--- src/rtl/fcs_pkg.sv ---
package fcs_pkg;
  localparam int STAT_W   = 8;
  localparam int B_MINIT  = 0;
  localparam int B_ACTIVE = 1;
  localparam int B_ABORT  = 4;
  localparam int B_INTRQ  = 5;

  function automatic logic wr_one(input logic [STAT_W-1:0] data, input int pos);
    return data[pos];
  endfunction

  function automatic logic [STAT_W-1:0] pack_status(input logic minit, input logic active,
                                                    input logic abort, input logic intrq);
    logic [STAT_W-1:0] s;
    s = '0;
    s[B_MINIT]  = minit;
    s[B_ACTIVE] = active;
    s[B_ABORT]  = abort;
    s[B_INTRQ]  = intrq;
    return s;
  endfunction
endpackage

--- src/rtl/fcs_abort_ctl.sv ---
module fcs_abort_ctl (
  input  logic clk,
  input  logic rst_n,
  input  logic abort_set,
  input  logic seq_ready,
  output logic abort_q,
  output logic abort_pulse
);
  always_ff @(posedge clk or negedge rst_n) begin
    if (!rst_n) begin
      abort_q     <= 1'b0;
      abort_pulse <= 1'b0;
    end else begin
      abort_pulse <= abort_set;
      if (abort_set)      abort_q <= 1'b1;
      else if (seq_ready) abort_q <= 1'b0;
    end
  end

  // abort request is visible and pulsed one cycle after the write
  p_abort_seen_r4: assert property (@(posedge clk) disable iff (!rst_n)
    abort_set |=> (abort_q && abort_pulse));
  // abort stays pending while the sequencer is busy
  p_abort_hold_r5: assert property (@(posedge clk) disable iff (!rst_n)
    (abort_q && !seq_ready) |=> abort_q);
  // abort self-clears once the sequencer is ready
  p_abort_clear_r5: assert property (@(posedge clk) disable iff (!rst_n)
    (abort_q && seq_ready && !abort_set) |=> !abort_q);
endmodule

--- src/rtl/fcs_cmd_track.sv ---
module fcs_cmd_track (
  input  logic clk,
  input  logic rst_n,
  input  logic cmd_wr,
  input  logic mcmd_wr,
  input  logic cs_deassert,
  input  logic abort_set,
  input  logic abort_q,
  output logic minit_q,
  output logic active_q,
  output logic end_evt
);
  logic wr_ok;
  assign wr_ok   = !abort_q && !abort_set;
  assign end_evt = active_q && cs_deassert && !abort_set;

  always_ff @(posedge clk or negedge rst_n) begin
    if (!rst_n) begin
      minit_q  <= 1'b0;
      active_q <= 1'b0;
    end else begin
      if (abort_set)            minit_q <= 1'b0;
      else if (mcmd_wr && wr_ok) minit_q <= 1'b1;

      if (abort_set)            active_q <= 1'b0;
      else if (cmd_wr && wr_ok) active_q <= 1'b1;
      else if (cs_deassert)     active_q <= 1'b0;
    end
  end

  // memory-command write accepted only without pending abort
  p_minit_set_r2: assert property (@(posedge clk) disable iff (!rst_n)
    (mcmd_wr && !abort_q && !abort_set) |=> minit_q);
  p_minit_block_r2: assert property (@(posedge clk) disable iff (!rst_n)
    (abort_q && !minit_q) |=> !minit_q);
  // command write starts, chip-select deassert ends
  p_active_set_r3: assert property (@(posedge clk) disable iff (!rst_n)
    (cmd_wr && !abort_q && !abort_set) |=> active_q);
  p_active_clr_r3: assert property (@(posedge clk) disable iff (!rst_n)
    (cs_deassert && !cmd_wr) |=> !active_q);
  // abort clears both flags
  p_abort_flags_r4: assert property (@(posedge clk) disable iff (!rst_n)
    abort_set |=> (!minit_q && !active_q));
endmodule

--- src/rtl/fcs_irq_ctl.sv ---
module fcs_irq_ctl (
  input  logic clk,
  input  logic rst_n,
  input  logic end_evt,
  input  logic irq_en,
  input  logic clr_req,
  output logic intrq_q,
  output logic line_q
);
  logic clr_eff;
  assign clr_eff = clr_req && !end_evt;

  always_ff @(posedge clk or negedge rst_n) begin
    if (!rst_n) begin
      intrq_q <= 1'b0;
      line_q  <= 1'b0;
    end else begin
      if (end_evt)      intrq_q <= 1'b1;
      else if (clr_req) intrq_q <= 1'b0;

      if (end_evt && irq_en) line_q <= 1'b1;
      else if (clr_eff)      line_q <= 1'b0;
    end
  end

  // end of command sets the request flag
  p_intrq_set_r6: assert property (@(posedge clk) disable iff (!rst_n)
    end_evt |=> intrq_q);
  // clear without coincident set clears the flag
  p_intrq_w1c_r7: assert property (@(posedge clk) disable iff (!rst_n)
    clr_eff |=> !intrq_q);
  // the line never stands without the flag
  p_line_flag_r8: assert property (@(posedge clk) disable iff (!rst_n)
    line_q |-> intrq_q);
  // disabled interrupt does not raise the line
  p_line_gated_r8: assert property (@(posedge clk) disable iff (!rst_n)
    (!line_q && !irq_en) |=> !line_q);
endmodule

--- src/rtl/fcs_dma_gate.sv ---
module fcs_dma_gate (
  input  logic dma_en,
  input  logic active,
  input  logic data_rdy,
  output logic dma_req
);
  assign dma_req = dma_en && active && data_rdy;

  // request only in command mode with enable set
  always_comb begin
    p_dma_gate_r9: assert (!dma_req || (dma_en && active));
  end
endmodule

--- src/rtl/flash_cmd_status.sv ---
module flash_cmd_status
  import fcs_pkg::*;
(
  input  logic              clk,
  input  logic              rst_n,
  input  logic              cmd_wr,
  input  logic              mcmd_wr,
  input  logic              stat_wr,
  input  logic [STAT_W-1:0] stat_wdata,
  input  logic              cs_deassert,
  input  logic              seq_ready,
  input  logic              irq_en,
  input  logic              dma_en,
  input  logic              data_rdy,
  output logic [STAT_W-1:0] status_o,
  output logic              irq_o,
  output logic              dma_req_o,
  output logic              abort_pulse_o
);
  logic abort_set, intr_clr;
  logic abort_q, minit_q, active_q, intrq_q, end_evt;

  assign abort_set = stat_wr && wr_one(stat_wdata, B_ABORT);
  assign intr_clr  = stat_wr && wr_one(stat_wdata, B_INTRQ);

  fcs_abort_ctl u_abort (
    .clk(clk), .rst_n(rst_n), .abort_set(abort_set), .seq_ready(seq_ready),
    .abort_q(abort_q), .abort_pulse(abort_pulse_o)
  );

  fcs_cmd_track u_track (
    .clk(clk), .rst_n(rst_n), .cmd_wr(cmd_wr), .mcmd_wr(mcmd_wr),
    .cs_deassert(cs_deassert), .abort_set(abort_set), .abort_q(abort_q),
    .minit_q(minit_q), .active_q(active_q), .end_evt(end_evt)
  );

  fcs_irq_ctl u_irq (
    .clk(clk), .rst_n(rst_n), .end_evt(end_evt), .irq_en(irq_en),
    .clr_req(intr_clr), .intrq_q(intrq_q), .line_q(irq_o)
  );

  fcs_dma_gate u_dma (
    .dma_en(dma_en), .active(active_q), .data_rdy(data_rdy), .dma_req(dma_req_o)
  );

  assign status_o = pack_status(minit_q, active_q, abort_q, intrq_q);

  // abort never produces an interrupt request
  p_no_abort_irq_r6: assert property (@(posedge clk) disable iff (!rst_n)
    (abort_set && !intrq_q) |=> !intrq_q);
  // unused status positions stay zero
  p_spare_zero_r10: assert property (@(posedge clk) disable iff (!rst_n)
    (status_o[3:2] == 2'b00) && (status_o[7:6] == 2'b00));
endmodule

--- config.mk ---
export PLATFORM = sky130hd
export DESIGN_NAME = flash_cmd_status
export DESIGN_NICKNAME = d
export VERILOG_FILES = /design/src/rtl/fcs_pkg.sv /design/src/rtl/fcs_abort_ctl.sv /design/src/rtl/fcs_cmd_track.sv /design/src/rtl/fcs_irq_ctl.sv /design/src/rtl/fcs_dma_gate.sv /design/src/rtl/flash_cmd_status.sv
export SDC_FILE = /design/constraint.sdc
export NUM_CORES = 1
export LEC_CHECK = 0
export BUFFER_PORTS_ARGS = -buffer_cell sky130_fd_sc_hd__buf_2
export CAP_MARGIN = 30
export CORE_AREA = 5 5 42 44
export CTS_BUF_LIST = sky130_fd_sc_hd__clkbuf_8 sky130_fd_sc_hd__clkbuf_16
export CTS_CLUSTER_DIAMETER = 80
export CTS_CLUSTER_SIZE = 20
export DETAILED_ROUTE_END_ITERATION = 16
export DIE_AREA = 0 0 47 49
export GPL_TIMING_DRIVEN = 0
export SYNTH_ARGS = -nofsm -noshare
export SYNTH_HDL_FRONTEND = slang
export SYNTH_HIERARCHICAL = 1
export SYNTH_SLANG_ARGS = --single-unit
export TNS_END_PERCENT = 50
--- constraint.sdc ---
create_clock -name clk -period 1.74 [get_ports clk]
set_input_delay 0 -clock clk [delete_from_list [all_inputs] [get_ports clk]]
set_output_delay 0 -clock clk [all_outputs]
set_load 0.005 [all_outputs]
; ---- Word-level counts from Yosys, hierarchy flattened
; Cells that the tools add are included.
[classes]
addsub = 0
multipliers = 0
n_div = 0
order_cmp = 0
n_eq_ne = 0
shift = 0
muxes = 11
bitwise_logic = 0
reduce_logical = 19
[op_table]
columns = operator, count
row1 = $logic_and 1x1->1, 11
row2 = $mux 1, 11
row3 = $reduce_bool 2->1, 4
row4 = $logic_not 1->1, 3
row5 = $reduce_bool 3->1, 1
[totals]
reg_bits = 6
latchBits = 0
ramBits = 0
rom_bits = 0
inputBits = 18
out_inout_bits = 11
word_cells = 36
n_memories = 0

; ---- Longest topological paths before layout
; Gate-level depths: netlist (run 1).
[depth]
depth_word = 7
ltp_mapped = 4
ltp_nobuf = 4

; ---- Modules after synthesis
; Netlist (run 1), hierarchy kept.
[by_module_without_submodules]
columns = module, n_inst, cells_per_inst, area_each_um2, seq_area_each_um2
row1 = fcs_cmd_track, 1, 10, 93.8, 50.0
row2 = flash_cmd_status, 1, 11, 76.3, 0.0
row3 = fcs_irq_ctl, 1, 7, 75.1, 50.0
row4 = fcs_abort_ctl, 1, 4, 61.3, 50.0
row5 = fcs_dma_gate, 1, 1, 6.3, 0.0

; ---- Worst setup path before layout (run 1)
; Ideal clock, no wire load.
[synth_path]
path_type = register to register
from = reg u_track.active_q
to = reg u_irq.intrq_q
setup_time_ns = 0.118
arrival_time_ns = 0.619
required_time_ns = 1.622
slack_ns = 1.003
stages_incl_launch_ff = 4
path_buffers = 0
period_less_slack_ns = 0.737
path_cell_list = dfrtp_1 > nand2_1 > nor2_1 > a21o_1
[synth_between]
elab_chain_cells = 3
elab_cells_between_ends = 4
classes_between = mux (1) / reduce/logical (3)
[synth_lines]
columns = item, line
row1 = start: declaration, fcs_cmd_track.sv:10  ; output logic active_q,
row2 = start signal: assignment, fcs_cmd_track.sv:20  ; active_q <= 1'b0;
row3 = start signal: assignment, fcs_cmd_track.sv:25  ; if (abort_set) active_q <= 1'b0;
row4 = start signal: assignment, fcs_cmd_track.sv:26  ; else if (cmd_wr && wr_ok) active_q <= 1'b1;
row5 = $logic_and 1x1->1 * (2 in series), fcs_cmd_track.sv:15  ; assign end_evt = active_q && cs_deassert && !abort_set;
row6 = net end_evt, flash_cmd_status.sv:21  ; logic abort_q, minit_q, active_q, intrq_q, end_evt;
row7 = $mux 1 / $reduce_bool 2->1 (equally long branches), n/a
row8 = end signal: assignment, fcs_irq_ctl.sv:15  ; intrq_q <= 1'b0;
row9 = end signal: assignment, fcs_irq_ctl.sv:18  ; if (end_evt) intrq_q <= 1'b1;
row10 = end signal: assignment, fcs_irq_ctl.sv:19  ; else if (clr_req) intrq_q <= 1'b0;
row11 = end: declaration, fcs_irq_ctl.sv:7  ; output logic intrq_q,
; The timed path passes the listed nets; every way through them passes the cells marked *.
; A chain may end at the register's enable or synchronous reset.

; ---- Final worst setup path (run 1)
[layout_path]
from = reg u_track.active_q
to = out dma_req_o
[layout_between]
elab_chain_cells = 2
[layout_lines]
columns = item, line
row1 = $logic_and 1x1->1 (2 in series), fcs_dma_gate.sv:7  ; assign dma_req = dma_en && active && data_rdy;
row2 = end: declaration, flash_cmd_status.sv:17  ; output logic dma_req_o,
; No other way between the ends.

==> metrics.md, run 1 <==
| Metric | Value |
|---|---|
| Outcome | completed |
| Hold crit path type | in2reg |
| Yosys warning count | 6 |
| Ant diodes | 0 |
| RSZ-0062 raised after global routing | false |
| Static leakage | 0.000291 µW |
| VDD IR max | 0.412 mV |
| Area Overhead vs Synth | 55.2% |
| First-pass GRT wire length | 1040 µm |
| Worst path depth | 2 |
| Clock skew | 0.00114 ns |
| Average via count per standard cell | 3.50 |
| Hold Path Depth | 3 |
| Buffers and inverters on the worst path | 1 |
| Reg2Reg Capture Point | u_irq/line_q |
| Top FF cell, synth | dfrtp_1 |
| Critical Path Start | u_track/active_q |
| Met1 WL | 234 µm |
| Placed cell area | 434 µm² |
| Yosys top cell by area | dfrtp_1 |
| Number of port buffers | 18 |
| Synth top cells by count | 8 x buf_4, 6 x dfrtp_1, 4 x inv_1 |
| Critical path, cell by cell | and3_1, buf_2 |
| Netlist Area Pre-Place | 313 µm² |
| Die width | 47 µm |
| Starting DRT DRC Count | 1 |
| Drt total wl | 668 µm |
| Clk pin slew, worst setup/hold paths | 0.03 ns |
| Max frequency | 1150 MHz |
| Post-Layout Inst Area | 485 µm² |
| Largest net degree at the start of global routing | 7 |
| Top Layer Used | met3 |
| Max_cap viols | 0 |
| Ports | 29 |
| GR Overflow Total | 0 |
| Ranking of synthesized cells by area | dfrtp_1 48%, buf_4 19%, nand2b_1 6.0%, a21o_1 4.8%, inv_1 4.8% |
| Post-synthesis cell count | 33 |
| Routed length on met2 | 327 µm |
| Setup CP Type | reg2out |
| Layout cells sized above 1 | 51.7% |
| Worst path max stage delay | 0.39 ns |
| Clock tree sinks | 6 |
| RD Place Congestion | 0.606 |
| Worst Hold Slack | 0.0416 ns |
| Share of the synthesized area in the top cell type | 48.0% |
| Clk buf depth | 2 |
| Sequential share of the synthesized area | 48.0% |
| #FFs+latches synth | 6 |
| CTS Buf Count | 3 |
| DRC violations left | 0 |
| Most frequent cell after synthesis | buf_4 |
| Setup Total Neg Slack | 0 ns |
| Worst skew pair latency | 0.21 ns |
| Reg2reg path depth | 4 |
| Final hold violation count | 0 |
| Final Slew Violations | 0 |
| Die H | 49 µm |
| Antenna violations before repair | 0 |
| Period utilization | 49.9% |
| Critical path launch point type | flop |
| Worst path slowest cell | dfrtp_1 |
| Worst Setup EP | dma_req_o |
| Final Net Count | 78 |
| Post-CTS setup buffers | 0 |
| R2R setup slack | 0.94 ns |
| Setup-failing EPs final | 0 |
| CTS tree | yes |
| Fin cells | 74 |
| CTS root buf | clkbuf_8 |
| Routed wl met3 | 107 µm |
| Num rows | 14 |
| Worst Path Required | 1.74 ns |
| Post-synth EDFFs | 0 |
| Reg-to-Reg Start | u_track/active_q |
| Post-synth ARST share | 100% |
| H-tree depth | 1 |
| Total GRT Usage | 6.44% |
| CP delay by family, top | flip-flops |
| Synth unique cells | 13 |
| Cts repair resizes | 0 |
| Initial core utilization | 22.3% |
| WP data arrival | 0.87 ns |
| Post-route ant nets | 0 |
| Min cycle time layout | 0.868 ns |
| Vias | 259 |
| Critical Path Fanout Max | 4 |
| Die ar. | 2300 µm² |
| Drt first pass iters | 2 |
| Syn Area/Cell | 9.48 µm² |
| Util after Layout | 34.6% |
| DR WL/cell | 9.03 µm |
| Fill count | 154 |
| Placed cells | 70 |
| Core Region | 1400 µm² |
| CP Capture Type | output port |
| Vias in the first global route | 270 |
| Pwr Density | 930 nW/µm² |
how the worst min path moves through the flow:
stage                                     end  slack, ns    start
after CTS                        u_irq/line_q       0.04   irq_en
after floorplan           u_abort/abort_pulse      -0.30    rst_n
after global placement           u_irq/line_q      -0.17    rst_n
after detailed placement         u_irq/line_q      -0.16    rst_n
final                         u_track/minit_q       0.04  mcmd_wr
after global routing          u_track/minit_q       0.05  mcmd_wr
per-layer routing:
metal / track usage (%) / vias to the layer above
li1: - / 141
met1: 6.47 / 105
met2: 10.2 / 13
met3: 2.95 / 0
met4: 4.15 / 0
met5: 0 / -
report_power, final:
group	internal (µW)	switching (µW)	total [µW]
clock	148	50.8	199
combinational	53.3	32.2	85.5
sequential	157	10.0	167
total	358	93.1	451
timing repair:
item / in CTS / in global routing
hold buffers: 1 / 0
endpoints found under the setup margin: 0 / 0
endpoints found under the hold margin: 6 / 0
state kept, by name, indices dropped and copies added, names as in the netlist:
name                 cells
u_abort/abort_q          1
u_irq/intrq_q            1
u_irq/line_q             1
u_track/active_q         1
u_track/minit_q          1
u_abort/abort_pulse      1
cell families (layout without fill, tap and decap cells):
| kind of cell | after synthesis | in the layout | synth area share (%) |
|---|---|---|---|
| AOI/OAI and AO/OA | 6 | 6 | 12.4 |
| other | 1 | 4 | 1.20 |
| and+or+nand+nor | 8 | 8 | 14.4 |
| DFF | 6 | 6 | 48.0 |
| buffers and inverters | 12 | 34 | 24.0 |
placed cells by master, fill, tap and decap left out, drive strengths merged:
master       count
buf             26
dfrtp            6
conb             4
inv              4
clkbuf           3
nand2b           3
and2             2
a21o             2
o21ai            2
a21oi            2
dlygate4sd3      1
and3             1
nand2            1
nor2             1
metrics by stage:
stage	power [µW]	setup slack (ns)
CTS	460	0.860
finish	451	0.872
detailed placement	254	0.943
global placement	251	0.970
global route	477	0.827
floorplan	216	1.00
tightest hold or removal path, stage by stage:
cell and delay, ns:
buf_2 0.09, nand2b_1 0.05, a21oi_1 0.06
layout make-up:
cell class | count | area (µm²) | area share [%]
clock buffer | 3 | 41.3 | 8.51
timing repair buffer | 19 | 100 | 20.6
inverter | 4 | 15.0 | 3.09
tap | 16 | 20.0 | 4.12
multi-input combinational | 18 | 98.8 | 20.4
sequential | 6 | 150 | 30.9
buffer | 8 | 60.1 | 12.4
Note: power is estimated with default switching activity, not from simulation.
==> run 2: changes to the inputs <==
==> constraint.sdc (replaced) <==
create_clock -name clk -period 0.9 [get_ports clk]
set_input_delay 0 -clock clk [delete_from_list [all_inputs] [get_ports clk]]
set_output_delay 0 -clock clk [all_outputs]
set_load 0.005 [all_outputs]
==> run 2 against run 1 <==
Setup slack got worse by 0.84 ns; clock-buffer cell count did not move; register-to-register slack got worse by 0.84 ns; non-clock buffer count did not move; clock skew did not move; critical path depth did not move; wire length rose by 0.15%; core utilization rose by 0.18 points; first-iteration DRC count did not move; sequential power rose by 93%; critical endpoint unchanged; largest cell class unchanged.
==> metrics.md, run 2 (synthesis gave the netlist of run 1 again) <==
| Metric | Value |
|---|---|
| Reg2reg path depth | 4 (unchanged) |
| Max frequency | 1150 MHz |
| Total GRT Usage | 6.44% (unchanged) |
| DR WL/cell | 9.04 µm (was 9.03 µm) |
| Reg-to-Reg Start | u_track/active_q (unchanged) |
| Clock tree sinks | 6 (unchanged) |
| Switching share of total power | 20.7% (was 20.6%) |
| Average via count per standard cell | 3.50 (unchanged) |
| Hold crit path type | in2reg (unchanged) |
| RSZ-0062 raised after global routing | true (was false) |
| Worst Path Required | 0.90 ns (was 1.74 ns) |
| Max_cap viols | 0 (unchanged) |
| Period utilization | 96.5% |
| Clk buf depth | 2 (unchanged) |
| Clock skew | 0.00114 ns (unchanged) |
| Initial core utilization | 22.3% (unchanged) |
| RD Place Congestion | 0.606 (unchanged) |
| Critical Path Fanout Max | 4 (unchanged) |
| Die ar. | 2300 µm² (unchanged) |
| Worst Hold End | u_track/minit_q (unchanged) |
| DRC violations left | 0 (unchanged) |
| VDD IR max | 0.816 mV (was 0.412 mV) |
| Comb power frac | 19.1% (was 18.9%) |
| Worst Hold Slack | 0.0416 ns (unchanged) |
| CTS tree | yes (unchanged) |
| GR Overflow Total | 0 (unchanged) |
| Worst skew pair latency | 0.21 ns (about the same) |
| Fill count | 153 (was 154) |
| R2R setup slack | 0.10 ns (was 0.94 ns) |
| Final Slew Violations | 0 (unchanged) |
| Ant diodes | 0 (unchanged) |
| Hold path start | mcmd_wr (unchanged) |
| Internal power | 693 µW (was 358 µW) |
| Setup CP Type | reg2out (unchanged) |
| Number of port buffers | 18 (unchanged) |
| Ports | 29 (unchanged) |
| Die H | 49 µm (unchanged) |
| Setup-failing EPs final | 0 (unchanged) |
| Die width | 47 µm (unchanged) |
| Layout cells sized above 1 | 53.4% (was 51.7%) |
| Pwr Density | 1790 nW/µm² (was 930 nW/µm²) |
| Drt total wl | 669 µm (was 668 µm) |
| WP data arrival | 0.87 ns (about the same) |
| Clock power share | 44.0% (about the same) |
| Final hold violation count | 0 (unchanged) |
| Area Overhead vs Synth | 56.0% (was 55.2%) |
| Antenna violations before repair | 0 (unchanged) |
| CTS root buf | clkbuf_8 (unchanged) |
| CTS Buf Count | 3 (unchanged) |
| Starting DRT DRC Count | 1 (unchanged) |
| Vias in the first global route | 270 (unchanged) |
| Hold Path Depth | 3 (unchanged) |
| First-pass GRT wire length | 1040 µm (unchanged) |
| Core Region | 1400 µm² (unchanged) |
| Pwr Total | 874 µW (was 451 µW) |
| Setup Total Neg Slack | 0 ns (unchanged) |
| Critical path launch point type | flop (unchanged) |
| Final Net Count | 78 (unchanged) |
| Vias | 259 (unchanged) |
| Min cycle time layout | 0.868 ns |
| Util after Layout | 34.8% (was 34.6%) |
| Drt first pass iters | 2 (unchanged) |
| Seq pwr share | 37.0% (about the same) |
| Num rows | 14 (unchanged) |
| CP Capture Type | output port (unchanged) |
| Switching power total | 181 µW (was 93.1 µW) |
| H-tree depth | 1 (unchanged) |
| Largest net degree at the start of global routing | 7 (unchanged) |
| Most common cell after layout, fill and taps aside | buf_2 (unchanged) |
| Static leakage | 0.000290 µW (was 0.000291 µW) |
| Post-route ant nets | 0 (unchanged) |
| Commonest non-fill, non-tap cells in the layout | 18 x buf_2, 8 x buf_4, 6 x dfrtp_1 (unchanged) |
| Outcome | completed (unchanged) |
| Clk pin slew, worst setup/hold paths | 0.03 ns (about the same) |
| Reg2Reg Capture Point | u_irq/line_q (unchanged) |
==> run 2: cell counts in the layout (fill, tap and decap cells not counted) <==
No cell type changed its count.
==> run 2: power by group through the flow <==
stage / Clock, µW / Combinational (µW) / Sequential, µW
after floorplan: 0 / 93.5 / 325
after global placement: 0 / 159 / 326
after detailed placement: 0 / 163 / 327
after CTS: 398 / 167 / 324
after global routing: 408 / 187 / 328
final: 384 / 167 / 323
==> run 2: worst max-delay path by stage <==
stage,slack [ns],cells past startpoint,startpoint,end
after floorplan,0.16,3,u_track/active_q,u_irq/intrq_q
after global routing,-0.01,2,u_track/active_q,dma_req_o
after global placement,0.13,4,u_track/active_q,u_irq/line_q
final,0.03,2,u_track/active_q,dma_req_o
after CTS,0.02,2,u_track/active_q,dma_req_o
after detailed placement,0.10,4,u_track/active_q,u_irq/line_q
==> run 2: repair_timing <==
item | in CTS | in global routing
hold endpoints to repair | 6 | 0
setup endpoints to repair | 0 | 2
buffers inserted | 0 | 0
gates resized for setup | 0 | 1
hold buffers | 1 | 0
==> run 2: area by class of cell <==
class                           instances  area [µm²]  area share, %
Buffer                                  8        60.1           12.3
Clock buffer                            3        41.3           8.46
Inverter                                4        15.0           3.08
Multi-Input combinational cell         18         101           20.8
Sequential cell                         6         150           30.8
Tap cell                               16        20.0           4.10
Timing Repair Buffer                   19         100           20.5
==> run 2: metrics by stage <==
stage	setup slack [ns]	instance area, µm²	cells
2_1_floorplan	0.163	324	36
5_1_grt	-0.0127	488	74
3_3_place_gp	0.130	434	70
3_5_place_dp	0.103	434	70
6_report	0.0318	488	74
4_1_cts	0.0195	485	74
==> run 2: metal layers <==
metal	part of all wire, %	wire [µm]	global-route usage [%]
met2	49	327	10.2
met4	0	0	4.15
met1	35	234	6.47
met3	16	107	2.95
met5	0	0	0
==> run 2: worst max-delay path, stage by stage (launching register included) <==
cell,delay (ns)
dfrtp_1,0.39
and3_1,0.15
buf_2,0.12
==> run 3: changes to the inputs <==
--- a/config.mk
+++ b/config.mk
@@ -14,6 +14,7 @@
 export DETAILED_ROUTE_END_ITERATION = 16
 export DIE_AREA = 0 0 47 49
 export GPL_TIMING_DRIVEN = 0
+export PLACE_DENSITY = 0.57
 export SYNTH_ARGS = -nofsm -noshare
 export SYNTH_HDL_FRONTEND = slang
 export SYNTH_HIERARCHICAL = 1
==> run 3 against run 2 <==
Design area fell by 0.51%; fmax fell by 1.3%; sequential share of layout area grew 0.16 points; die area stayed put; first-iteration DRC count down 100%; setup slack got worse by 0.012 ns; non-clock buffer count did not move; via count is 0.39% lower; total power grew 1.0%; combinational power down 3%; critical path type unchanged; clock-buffer cell count unchanged; critical path depth stayed put.
==> metrics.md, run 3 (synthesis gave the netlist of run 1 again) <==
| Metric | Value |
|---|---|
| Vias | 258 (was 259) |
| Clock tree sinks | 6 (unchanged) |
| Drt first pass iters | 1 (was 2) |
| Critical path launch point type | flop (unchanged) |
| Layout cells sized above 1 | 51.7% (was 53.4%) |
| Final Net Count | 78 (unchanged) |
| Max frequency | 1140 MHz (was 1150 MHz) |
| GR Overflow Total | 0 (unchanged) |
| Max_cap viols | 0 (unchanged) |
| Final Slew Violations | 0 (unchanged) |
| DRC violations left | 0 (unchanged) |
| Average via count per standard cell | 3.49 (was 3.50) |
| Critical path, cell by cell | and3_1, buf_2 (unchanged) |
| Largest net degree at the start of global routing | 7 (unchanged) |
| Drt total wl | 637 µm (was 669 µm) |
| Initial core utilization | 22.3% (unchanged) |
| H-tree depth | 1 (unchanged) |
| Worst skew pair latency | 0.22 ns (was 0.21 ns) |
| Core Region | 1400 µm² (unchanged) |
| Outcome | completed (unchanged) |
| Final hold violation count | 0 (unchanged) |
| Most common cell after layout, fill and taps aside | buf_2 (unchanged) |
| CTS root buf | clkbuf_8 (unchanged) |
| Die ar. | 2300 µm² (unchanged) |
| Pwr Total | 883 µW (was 874 µW) |
| Critical Path Fanout Max | 4 (unchanged) |
| Setup-failing EPs final | 0 (unchanged) |
| Placed cells | 70 (unchanged) |
| Worst path max stage delay | 0.39 ns (about the same) |
| WP data arrival | 0.88 ns (was 0.87 ns) |
| Number of port buffers | 18 (unchanged) |
| Hold crit path type | in2reg (unchanged) |
| RSZ-0062 raised after global routing | true (unchanged) |
| Clock skew | 0.00391 ns (was 0.00114 ns) |
| DR WL/cell | 8.61 µm (was 9.04 µm) |
| CP Capture Type | output port (unchanged) |
| Clk buf depth | 2 (unchanged) |
| Commonest non-fill, non-tap cells in the layout | 18 x buf_2, 8 x buf_4, 6 x dfrtp_1 (unchanged) |
| Clk pin slew, worst setup/hold paths | 0.04 ns (was 0.03 ns) |
| Pwr Density | 1820 nW/µm² (was 1790 nW/µm²) |
| Static leakage | 0.000291 µW (was 0.000290 µW) |
| First-pass GRT wire length | 993 µm (was 1040 µm) |
| Post-route ant nets | 0 (unchanged) |
| Ant diodes | 0 (unchanged) |
| Min cycle time layout | 0.880 ns (was 0.868 ns) |
| Ports | 29 (unchanged) |
| Worst path slowest cell | dfrtp_1 (unchanged) |
| Buffers and inverters on the worst path | 1 (unchanged) |
| Num rows | 14 (unchanged) |
| Total GRT Usage | 6.45% (was 6.44%) |
| Antenna violations before repair | 0 (unchanged) |
| Fin cells | 74 (unchanged) |
| CP delay by family, top | flip-flops (unchanged) |
| Area Overhead vs Synth | 55.2% (was 56.0%) |
| VDD IR max | 0.849 mV (was 0.816 mV) |
| CTS tree | yes (unchanged) |
| Vias in the first global route | 234 (was 270) |
| RD Place Congestion | 0.620 (was 0.606) |
| Setup CP Type | reg2out (unchanged) |
| Worst Path Required | 0.90 ns (about the same) |
| Die H | 49 µm (unchanged) |
| Die width | 47 µm (unchanged) |
| Starting DRT DRC Count | 0 (was 1) |
| Period utilization | 97.8% (was 96.5%) |
| CTS Buf Count | 3 (unchanged) |
| Post-DP HPWL | 533 µm |
==> run 3: routing by layer <==
| metal | global-route usage (%) | up-vias | part of all wire (%) |
|---|---|---|---|
| li1 | - | 139 | - |
| met1 | 7.85 | 103 | 44 |
| met2 | 7.47 | 16 | 41 |
| met3 | 5.17 | 0 | 15 |
| met4 | 4.15 | 0 | 0 |
| met5 | 0 | - | 0 |
==> run 3: path summary, 6_finish.rpt <==
check	endpoint	from	depth (start not counted)	slack, ns
max in group asynchronous	u_abort/abort_q	rst_n	2	0.61
setup reg to reg	u_irq/line_q	u_track/active_q	4	0.11
hold / removal	u_irq/line_q	irq_en	3	0.03
min in group asynchronous	u_track/active_q	rst_n	2	0.15
hold reg to reg	u_irq/intrq_q	u_irq/intrq_q	1	0.47
setup / recovery	dma_req_o	u_track/active_q	2	0.02
==> run 3: cell type report <==
cell class              count  area, µm²
plain buffers               8       60.1
clock buffers               3       41.3
inverters                   4       15.0
fillers                   154        916
multi-input cells          18       98.8
repair buffers             19        100
well taps                  16       20.0
flip-flops and latches      6        150
==> run 3: worst reg2reg max path, stage by stage, from the launching register on <==
cell and delay [ns]:
dfrtp_1 0.37, nand2_1 0.07, nor2_1 0.11, o21ai_1 0.08, o21ai_1 0.08
==> run 3: metrics by stage <==
stage | TNS (ns) | setup slack, ns | hold WS (ns) | util (%) | cell area (µm²)
after floorplan | 0 | 0.163 | -0.296 | - | 324
after global placement | 0 | 0.129 | -0.172 | 31.0 | 434
after global routing | -0.0279 | -0.0208 | 0.0428 | 34.6 | 485
final | 0 | 0.0201 | 0.0278 | 34.6 | 485
after CTS | 0 | 0.00624 | 0.0273 | 34.6 | 485
after detailed placement | 0 | 0.106 | -0.169 | 31.0 | 434
==> run 3: repair_timing <==
action / CTS / global route
endpoints found under the hold margin: 6 / 0
resized for setup: 0 / 0
endpoints found under the setup margin: 0 / 2
hold buffers: 1 / 0
buffers inserted: 0 / 0
==> run 3: power by group <==
part           internal (µW)  switching, µW  leakage, µW
Sequential               304           20.3    0.0000745
Combinational            103           58.7     0.000194
Clock                    287            110    0.0000216
